--- config.mk ---
export PLATFORM = sky130hd
export DESIGN_NAME = tdm_in_timing
export DESIGN_NICKNAME = d
export VERILOG_FILES = /design/src/rtl/tdm_in_pkg.sv /design/src/rtl/tdm_in_edge.sv /design/src/rtl/tdm_in_frame_ctl.sv /design/src/rtl/tdm_in_timing.sv
export SDC_FILE = /design/constraint.sdc
export NUM_CORES = 1
export LEC_CHECK = 0
export BUFFER_PORTS_ARGS = -buffer_cell sky130_fd_sc_hd__buf_2
export CAP_MARGIN = 15
export CORE_MARGIN = 5
export CORE_UTILIZATION = 55
export CTS_CLUSTER_SIZE = 25
export DETAILED_ROUTE_END_ITERATION = 10
export GPL_TIMING_DRIVEN = 0
export PLACE_DENSITY_LB_ADDON = 0.3
export SKIP_LAST_GASP = 1
export SLEW_MARGIN = 20
export SYNTH_ARGS = -nofsm -noshare
export SYNTH_HDL_FRONTEND = slang
export SYNTH_HIERARCHICAL = 1
export SYNTH_SLANG_ARGS = --single-unit
--- constraint.sdc ---
create_clock -name clk -period 2.27 [get_ports clk]
set_input_delay 0.454 -clock clk [delete_from_list [all_inputs] [get_ports clk]]
set_output_delay 0.454 -clock clk [all_outputs]
set_load 0.02 [all_outputs]
--- src/rtl/tdm_in_pkg.sv ---
package tdm_in_pkg;

  // Captured configuration, compared each cycle to detect a change.
  typedef struct packed {
    logic       lb;
    logic       gci;
    logic       pos;
    logic [1:0] rate;
  } tdm_cfg_t;

  // Rate code to right-shift of the longest frame; the reserved code maps to the slowest rate.
  function automatic logic [1:0] rate_shift(input logic [1:0] code);
    return (code == 2'b11) ? 2'd2 : code;
  endfunction

  // Input clocks per frame for a rate code.
  function automatic int frame_clks(input int max_clks, input logic [1:0] code);
    return max_clks >> rate_shift(code);
  endfunction

  // Channels per frame for a rate code.
  function automatic int chan_count(input int max_clks, input logic [1:0] code,
                                    input int clks_per_chan);
    return frame_clks(max_clks, code) / clks_per_chan;
  endfunction

endpackage

--- src/rtl/tdm_in_edge.sv ---
module tdm_in_edge #(
  parameter int SYNC_STAGES = 2
) (
  input  logic clk,
  input  logic rst_n,
  input  logic use_lb,
  input  logic pos_edge,
  input  logic fp_high,
  input  logic ext_ck,
  input  logic ext_fp,
  input  logic lb_ck,
  input  logic lb_fp,
  output logic tick,
  output logic fp_act
);
  logic                   raw_ck, raw_fp;
  logic [SYNC_STAGES-1:0] ck_sh, fp_sh;
  logic                   ck_prev, ck_now, fp_now;

  assign raw_ck = use_lb ? lb_ck : ext_ck;
  assign raw_fp = use_lb ? lb_fp : ext_fp;

  for (genvar i = 0; i < SYNC_STAGES; i++) begin : g_sync
    if (i == 0) begin : g_first
      always_ff @(posedge clk or negedge rst_n) begin
        if (!rst_n) begin
          ck_sh[i] <= 1'b0;
          fp_sh[i] <= 1'b0;
        end else begin
          ck_sh[i] <= raw_ck;
          fp_sh[i] <= raw_fp;
        end
      end
    end else begin : g_next
      always_ff @(posedge clk or negedge rst_n) begin
        if (!rst_n) begin
          ck_sh[i] <= 1'b0;
          fp_sh[i] <= 1'b0;
        end else begin
          ck_sh[i] <= ck_sh[i-1];
          fp_sh[i] <= fp_sh[i-1];
        end
      end
    end
  end

  assign ck_now = ck_sh[SYNC_STAGES-1];
  assign fp_now = fp_sh[SYNC_STAGES-1];

  always_ff @(posedge clk or negedge rst_n) begin
    if (!rst_n) ck_prev <= 1'b0;
    else        ck_prev <= ck_now;
  end

  // The selected edge of the synchronised clock, and the pulse level normalised to active-high.
  assign tick   = pos_edge ? (ck_now & ~ck_prev) : (~ck_now & ck_prev);
  assign fp_act = fp_high ? fp_now : ~fp_now;
endmodule

--- src/rtl/tdm_in_frame_ctl.sv ---
module tdm_in_frame_ctl #(
  parameter int FRAME_CLKS_MAX = 2048,
  parameter int CLKS_PER_BIT   = 2,
  parameter int BITS_PER_CHAN  = 8,
  parameter int LOCK_FRAMES    = 2
) (
  input  logic clk,
  input  logic rst_n,
  input  logic restart,
  input  logic tick,
  input  logic fp_act,
  input  logic [1:0] rate,
  output logic frame_start,
  output logic bit_en,
  output logic [$clog2(BITS_PER_CHAN)-1:0] bit_idx,
  output logic [$clog2(FRAME_CLKS_MAX)-$clog2(CLKS_PER_BIT)-$clog2(BITS_PER_CHAN)-1:0] chan_idx,
  output logic frame_err,
  output logic locked
);
  localparam int CNT_W  = $clog2(FRAME_CLKS_MAX);
  localparam int PH_W   = $clog2(CLKS_PER_BIT);
  localparam int BIT_W  = $clog2(BITS_PER_CHAN);
  localparam int CH_W   = CNT_W - PH_W - BIT_W;
  localparam int GOOD_W = $clog2(LOCK_FRAMES + 1);

  logic [CNT_W-1:0]  cnt_q, cnt_nxt, last_cnt;
  logic [GOOD_W-1:0] good_q;
  logic have_ref_q, err_q, lock_q, fs_q, ben_q;
  logic at_last, ev_first, ev_good, ev_early, ev_miss, ev_accept, bit_start;

  assign last_cnt  = CNT_W'(tdm_in_pkg::frame_clks(FRAME_CLKS_MAX, rate) - 1);
  assign at_last   = have_ref_q && (cnt_q == last_cnt);
  assign ev_first  = tick && fp_act && !have_ref_q;
  assign ev_good   = tick && fp_act && at_last;
  assign ev_early  = tick && fp_act && have_ref_q && !at_last;
  assign ev_miss   = tick && !fp_act && at_last;
  assign ev_accept = ev_first || ev_good || ev_early;

  always_comb begin
    cnt_nxt = cnt_q;
    if (ev_accept)               cnt_nxt = '0;
    else if (tick && have_ref_q) cnt_nxt = at_last ? '0 : cnt_q + 1'b1;
  end

  if (CLKS_PER_BIT == 1) begin : g_bit_each
    assign bit_start = 1'b1;
  end else begin : g_bit_phase
    assign bit_start = (cnt_nxt[PH_W-1:0] == '0);
  end

  always_ff @(posedge clk or negedge rst_n) begin
    if (!rst_n) begin
      cnt_q <= '0; good_q <= '0; have_ref_q <= 1'b0;
      err_q <= 1'b0; lock_q <= 1'b0; fs_q <= 1'b0; ben_q <= 1'b0;
    end else if (restart) begin
      cnt_q <= '0; good_q <= '0; have_ref_q <= 1'b0;
      err_q <= 1'b0; lock_q <= 1'b0; fs_q <= 1'b0; ben_q <= 1'b0;
    end else begin
      cnt_q      <= cnt_nxt;
      have_ref_q <= have_ref_q || ev_first;
      fs_q       <= ev_accept;
      ben_q      <= tick && (have_ref_q || ev_first) && bit_start;
      if (ev_first || ev_early || ev_miss)
        good_q <= '0;
      else if (ev_good && good_q != GOOD_W'(LOCK_FRAMES))
        good_q <= good_q + 1'b1;
      if (ev_early || ev_miss)
        lock_q <= 1'b0;
      else if (ev_good && good_q >= GOOD_W'(LOCK_FRAMES - 1))
        lock_q <= 1'b1;
      if (ev_early || ev_miss) err_q <= 1'b1;
      else if (ev_good)        err_q <= 1'b0;
    end
  end

  assign frame_start = fs_q;
  assign bit_en      = ben_q;
  assign bit_idx     = cnt_q[PH_W +: BIT_W];
  assign chan_idx    = cnt_q[CNT_W-1 -: CH_W];
  assign frame_err   = err_q;
  assign locked      = lock_q;
endmodule

--- src/rtl/tdm_in_timing.sv ---
module tdm_in_timing #(
  parameter int FRAME_CLKS_MAX = 2048,
  parameter int CLKS_PER_BIT   = 2,
  parameter int BITS_PER_CHAN  = 8,
  parameter int SYNC_STAGES    = 2,
  parameter int LOCK_FRAMES    = 2
) (
  input  logic clk,
  input  logic rst_n,
  input  logic [1:0] cfg_rate,
  input  logic cfg_clk_pos,
  input  logic cfg_fp_gci,
  input  logic cfg_loopback,
  input  logic ext_ck,
  input  logic ext_fp,
  input  logic lb_ck,
  input  logic lb_fp,
  output logic frame_start,
  output logic bit_en,
  output logic [$clog2(BITS_PER_CHAN)-1:0] bit_idx,
  output logic [$clog2(FRAME_CLKS_MAX)-$clog2(CLKS_PER_BIT)-$clog2(BITS_PER_CHAN)-1:0] chan_idx,
  output logic frame_err,
  output logic locked
);
  import tdm_in_pkg::*;

  // After a change, ignore edges until the new source has crossed every synchroniser stage.
  localparam int SETTLE = SYNC_STAGES + 1;
  localparam int SET_W  = $clog2(SETTLE + 1);

  tdm_cfg_t         cfg_now, cfg_q;
  logic [SET_W-1:0] settle_q;
  logic             cfg_chg, restart, tick, fp_act;

  assign cfg_now = '{lb: cfg_loopback, gci: cfg_fp_gci, pos: cfg_clk_pos, rate: cfg_rate};
  assign cfg_chg = (cfg_now != cfg_q);
  assign restart = cfg_chg || (settle_q != '0);

  always_ff @(posedge clk or negedge rst_n) begin
    if (!rst_n) begin
      cfg_q    <= '0;
      settle_q <= '0;
    end else begin
      cfg_q <= cfg_now;
      if (cfg_chg)              settle_q <= SET_W'(SETTLE);
      else if (settle_q != '0)  settle_q <= settle_q - 1'b1;
    end
  end

  tdm_in_edge #(.SYNC_STAGES(SYNC_STAGES)) u_edge (
    .clk      (clk),
    .rst_n    (rst_n),
    .use_lb   (cfg_loopback),
    .pos_edge (cfg_clk_pos),
    .fp_high  (cfg_fp_gci),
    .ext_ck   (ext_ck),
    .ext_fp   (ext_fp),
    .lb_ck    (lb_ck),
    .lb_fp    (lb_fp),
    .tick     (tick),
    .fp_act   (fp_act)
  );

  tdm_in_frame_ctl #(
    .FRAME_CLKS_MAX (FRAME_CLKS_MAX),
    .CLKS_PER_BIT   (CLKS_PER_BIT),
    .BITS_PER_CHAN  (BITS_PER_CHAN),
    .LOCK_FRAMES    (LOCK_FRAMES)
  ) u_frame (
    .clk         (clk),
    .rst_n       (rst_n),
    .restart     (restart),
    .tick        (tick),
    .fp_act      (fp_act),
    .rate        (cfg_rate),
    .frame_start (frame_start),
    .bit_en      (bit_en),
    .bit_idx     (bit_idx),
    .chan_idx    (chan_idx),
    .frame_err   (frame_err),
    .locked      (locked)
  );
endmodule

=== Yosys cells after proc, flatten, opt, wreduce, memory -nomap -nowiden ===
Index checks and enable logic that the tools add are counted.

* Memory bits (read-only): 0
* Register bits after elaboration: 30
* Latch bits: 0
* Output and inout port bits: 14
* Memories: 0
* RAM bits: 0

* Add/subtract/negate cells: 4
* Reductions and logical operators: 29
* $lt $le $gt $ge: 1
* Bitwise gates (word level): 6
* Shift-type cells: 1
* Multiplexer cells: 23
* Div/mod/pow operators: 0
* Equal/unequal tests: 4
* Multipliers: 0

{| class="wikitable"
|+ Operators by type and width
! operator !! number
|-
| $mux W11 || 4
|-
| $logic_and A1 B1 Y1 || 13
|-
| $mux W1 || 13
|-
| $mux W2 || 6
|-
| $reduce_bool A3 Y1 || 4
|-
| $shr A12 B2 Y11 const A || 1
|-
| $add A11 B1 Y11 const B || 1
|-
| $eq A11 B11 Y1 || 1
|-
| $sub A11 B2 Y11 const B || 1
|-
| $logic_or A1 B1 Y1 || 7
|-
| $ne A5 B5 Y1 || 1
|-
| $not A1 Y1 || 4
|-
| $reduce_bool A2 Y1 || 2
|-
| $logic_not A1 Y1 || 3
|-
| $add A2 B1 Y2 const B || 1
|-
| $and A1 B1 Y1 || 2
|-
| $eq A2 B2 Y1 const B || 1
|-
| $ge A2 B1 Y1 const B || 1
|-
| $ne A2 B2 Y1 const B || 1
|-
| $sub A2 B1 Y2 const B || 1
|}

=== Depth between registers and ports, before layout ===
* Depth in word-level cells: 13
* Gate-level depth with buffers: 9

=== Modules after synthesis ===
Netlist, hierarchy kept.

{| class="wikitable"
|+ Modules (own cells, without submodules)
! module !! area each (um^2) !! times used !! sequential area each (um^2) !! cells an instance
|-
| tdm_in_frame_ctl || 1093.5 || 1 || 450.4 || 119
|-
| tdm_in_timing || 287.8 || 1 || 175.2 || 22
|-
| tdm_in_edge || 172.7 || 1 || 125.1 || 11
|}

=== Worst setup path before layout ===
Ideal clock, no wire load.

* Path kind: in2reg
* From: input port cfg_clk_pos
* To: register u_frame.cnt_q[7]
* Cell stages on the path: 9
* Setup time: 0.082 ns
* Buffers on the path: 1
* Arrival: 1.851 ns
* Setup slack: 0.337 ns
* Path through: xor2_1 nor3_2 nand3_1 inv_1 nand2b_1 a21oi_2 buf_4 a41oi_1 a31oi_1

* Elaborated cells between the ends (all ways): 14
* Those cells by class: eq/ne: 1; mux: 3; reduce/logical: 10

{| class="wikitable"
|+ RTL lines
! what !! line !! RTL
|-
| from (decl) || tdm_in_timing.sv:11 || <nowiki>input logic cfg_clk_pos,</nowiki>
|-
| $ne A5 B5 Y1 * || tdm_in_timing.sv:36 || <nowiki>assign cfg_chg = (cfg_now != cfg_q);</nowiki>
|-
| $logic_or A1 B1 Y1 * || tdm_in_timing.sv:37 || <nowiki>assign restart = cfg_chg || (settle_q != '0);</nowiki>
|-
| named net restart || tdm_in_timing.sv:33 || <nowiki>logic cfg_chg, restart, tick, fp_act;</nowiki>
|-
| $reduce_bool A3 Y1 (no source line) or $mux W11 (tied branches) || - ||
|-
| to (signal assigned) || tdm_in_frame_ctl.sv:59 || <nowiki>cnt_q <= cnt_nxt;</nowiki>
|-
| to (decl) || tdm_in_frame_ctl.sv:26 || <nowiki>logic [CNT_W-1:0] cnt_q, cnt_nxt, last_cnt;</nowiki>
|}

The timed path passes the listed nets; every way through them passes the cells marked *.
A chain may end at the register's enable or synchronous reset.

=== Worst setup path after layout ===
* From: register cfg_q[2] in the netlist's numbering
* To: register u_frame.cnt_q[7]

* Word-level cells in the longest chain between the ends: 3
* Elaborated cells between the ends (all ways): 4
* Those cells by class: eq/ne: 1; mux: 1; reduce/logical: 2

{| class="wikitable"
|+ RTL lines
! what !! line !! RTL
|-
| from (decl) || tdm_in_timing.sv:31 || <nowiki>tdm_cfg_t cfg_now, cfg_q;</nowiki>
|-
| from (signal assigned) || tdm_in_timing.sv:44 || <nowiki>cfg_q <= cfg_now;</nowiki>
|-
| $ne A5 B5 Y1 * || tdm_in_timing.sv:36 ||
|-
| $logic_or A1 B1 Y1 * || tdm_in_timing.sv:37 ||
|-
| named net restart || tdm_in_timing.sv:33 ||
|-
| $reduce_bool A3 Y1 (no source line) or $mux W11 (tied branches) || - ||
|}

Marks and branches as above.

==> results.md <==
* Worst Setup Start Kind: flop
* 1st-iter DRT viols at 32
* Final instance count without filler cells at roughly 220
* Mapped cell area at 0.001554 mm²
* Placed insts at 207
* Max VDD drop at ~0.44 mV
* Initial antenna violation count at 0
* Final Util at between 60% and 70%
* Critical path required time at 2.52 ns
* Critical path's largest stage delay at 0.40 ns
* N_diodes at 0
* Syn_area_per_cell at 10.22 µm²
* Share of layout cells above drive strength 1 at 33.70%
* Leak pwr at 0.8759 nW
* Overall power at 0.9041 mW
* Worst Setup End Kind: flop
* Final WS setup at 0.2303 ns
* Fin crit period at 2.040 ns
* Yosys warnings at 6
* Filler Cells Inserted at 234
* Clock-pin slew on the worst setup and hold paths at 0.10 ns
* Pre-Repair DR Iteration Count at 4
* Crit-path slowest cell: dfrtp_1
* Initial Util at 56.84%
* Number of max-cap violations at 0
* Drt total wl at 2.968 mm
* Hold Crit Class: in2async
* Final Cell Area at about 0.0018 mm²
* First-pass GRT wire length at about 5.2 mm
* Post-synthesis sequential area ratio at 48.31%
* Vias in the first global route at 1,209
* Distinct cells, synth at 38
* Placed Area at 0.001713 mm²
* Clock tree buffer depth at 2
* Critical path cell sequence: xor2_1 -> nor3_2 -> nand3_2 -> inv_2 -> nand2b_2 -> a21oi_2 -> buf_4 -> a41oi_1 -> a31oi_1
* Root Driver: clkbuf_4
* Largest net degree at the start of global routing at 31
* RSZ-0062 raised after global routing: false
* Clk Latency, worst-skew pair at 0.33 ns
* Worst EP arrival at approximately 2.3 ns
* Status: completed
* Asr flop ratio synth at 100.0%
* Die Y at 63.16 µm
* WL/cell at roughly 14 µm
* Port Buffers at 24
* I/O pins at 25
* Worst slew pin tran at 0.6696 ns
* P per Cell Area at 507.4 mW/mm²
* Synth top area share at 48.31%
* Syn Inst Count at 152
* DRC violation count after routing at 0
* Most frequent cells in the layout: 30 x dfrtp_1, 25 x buf_2, 14 x nand2_1
* Area growth syn-to-layout at 14.65%
* Post-Syn Nets at roughly 170
* Setup CP Type: reg2reg
* Commonest non-fill, non-tap cell in the layout: dfrtp_1
* CP top delay family: simple AND/OR/NAND/NOR gates
* Pre-CTS setup slack at -0.1123 ns
* Pins over their slew limit at 0
* Crit path buf inv count at 2
* Via density at 5.572
* Final period util at 89.86%
* Largest fanout on the critical path at 10
* Slew margin rel. at 55.36%
* HPWL after DPL at roughly 2.1 mm
* Core Area at roughly 0.0027 mm²
* Placer Congestion at 0.8259
* Die X at between 60 and 70 µm
* GRT overflow at 0
* Max Clk Rate at 0.4903 GHz
* Total CTS buffers at 5
* Placement row count at 19
* Ys flop type: dfrtp_1
* Via Count at ~1,200
* Total GRT Usage at between 15 and 20%
* Final Hold Fails at 0
* Die area at 0.003989 mm²
* # clock sinks at 30
* # hold bufs at CTS at 0
* Fin Clk Skew at 0.008947 ns
* Nets at 199
* Htree depth at 2
* Leading area contributor after synthesis: dfrtp_1
* Endpoints failing setup at 0
* CTS tree: done
* Post-synth EDFFs at 0
* Post-route antenna net violation count at 0
* Dominant cells by area after synthesis: dfrtp_1 48%, buf_4 5.3%, xor2_1 3.9%
* Flops & latches, synth at 30
==> power breakdown <==
group	internal [mW]	leakage, nW	switching [mW]
combinational	0.0251	0.459	0.0399
sequential	0.546	0.386	0.00550
clock	0.111	0.0308	0.177
==> per-stage QoR <==
stage	hold WS, ns	TNS [ns]
detailed placement	0.3362	-0.3675
floorplan	0.1584	0
CTS	0.1605	0
global route	0.1876	0
finish	0.1460	0
global placement	0.3322	-0.2720
==> worst register-to-register path, cell delays in order (launching register included) <==
cell and delay, ns:
dfrtp_1 0.40, xor2_1 0.17, nor3_2 0.27, nand3_2 0.18, inv_2 0.15, nand2b_2 0.13
a21oi_2 0.19, buf_4 0.20, a41oi_1 0.13, a31oi_1 0.15
==> final timing paths <==
check                                          startpoint                           end  slack, ns  cells past startpoint
worst max register to register         cfg_q[2]$_DFF_PN0_  u_frame/cnt_q[7]$_DFFE_PN0P_       0.23                      9
max in group asynchronous                           rst_n      u_edge/ck_prev$_DFF_PN0_       1.68                      1
worst min register to register  u_edge/fp_sh[0]$_DFF_PN0_       u_edge/fp_now$_DFF_PN0_       0.35                      0
worst max-delay path                   cfg_q[2]$_DFF_PN0_  u_frame/cnt_q[7]$_DFFE_PN0P_       0.23                      9
min in group clk                              cfg_rate[0]            cfg_q[0]$_DFF_PN0_       0.27                      1
worst min-delay path                                rst_n            cfg_q[1]$_DFF_PN0_       0.15                      1
==> routing by layer <==
| layer | vias up | GRT usage [%] | wire (µm) |
|---|---|---|---|
| met5 | - | 0 | 0 |
| met3 | 6 | 5.684 | 195 |
| met4 | 0 | 6.897 | 53 |
| li1 | 582 | - | - |
| met2 | 38 | 26.41 | 1406 |
| met1 | 572 | 19.79 | 1313 |
==> sequential cells by signal, summed over array words and instances (netlist names) <==
name / count
u_edge/ck_sh: 1
u_edge/fp_now: 1
u_frame/have_ref_q: 1
u_frame/frame_start: 1
u_frame/frame_err: 1
u_edge/fp_sh: 1
u_frame/locked: 1
u_frame/bit_en: 1
u_frame/cnt_q: 11
u_frame/good_q: 2
settle_q: 2
u_edge/ck_prev: 1
cfg_q: 5
u_edge/ck_now: 1
==> cell type report <==
| class | instances | area [µm²] | share of cell area [%] |
|---|---|---|---|
| buffer | 13 | 98.84 | 5.548 |
| inverter | 7 | 26.28 | 1.475 |
| clock buffer | 5 | 37.54 | 2.107 |
| sequential | 30 | 750.7 | 42.13 |
| clock inverter | 2 | 10.01 | 0.5618 |
| multi-input combinational | 102 | 691.9 | 38.83 |
| timing repair buffer | 25 | 127.6 | 7.163 |
| tap | 31 | 38.79 | 2.177 |
==> cell usage after synthesis (all sizes together), types with 2 or more instances <==
cell / count
nand2: 14
inv: 7
a22o: 2
xor2: 7
nor3: 4
a21oi: 9
and2: 2
mux2: 3
nand3: 8
buf: 13
or3: 2
ha: 4
and3: 4
mux2i: 2
nor2: 9
nand2b: 5
o21ai: 10
dfrtp: 30
xnor2: 2
a31oi: 5
nor2b: 2
==> what timing repair did <==
item	CTS	global route
endpoints found under the hold margin	0	0
setup endpoints to repair	0	8
gates resized for setup	0	4
setup buffers	0	1
==> cells by family after synthesis <==
logic type      count (synthesis)  share of synthesized area (%)
compound gates                 32                          13.77
xor+xnor                        9                          5.073
fa+ha+maj                       4                          3.221
buf+inv                        20                          8.052
flops                          30                          48.31
mux                             5                          3.462
simple gates                   52                          18.12
Power figures use the tool's default switching activity.
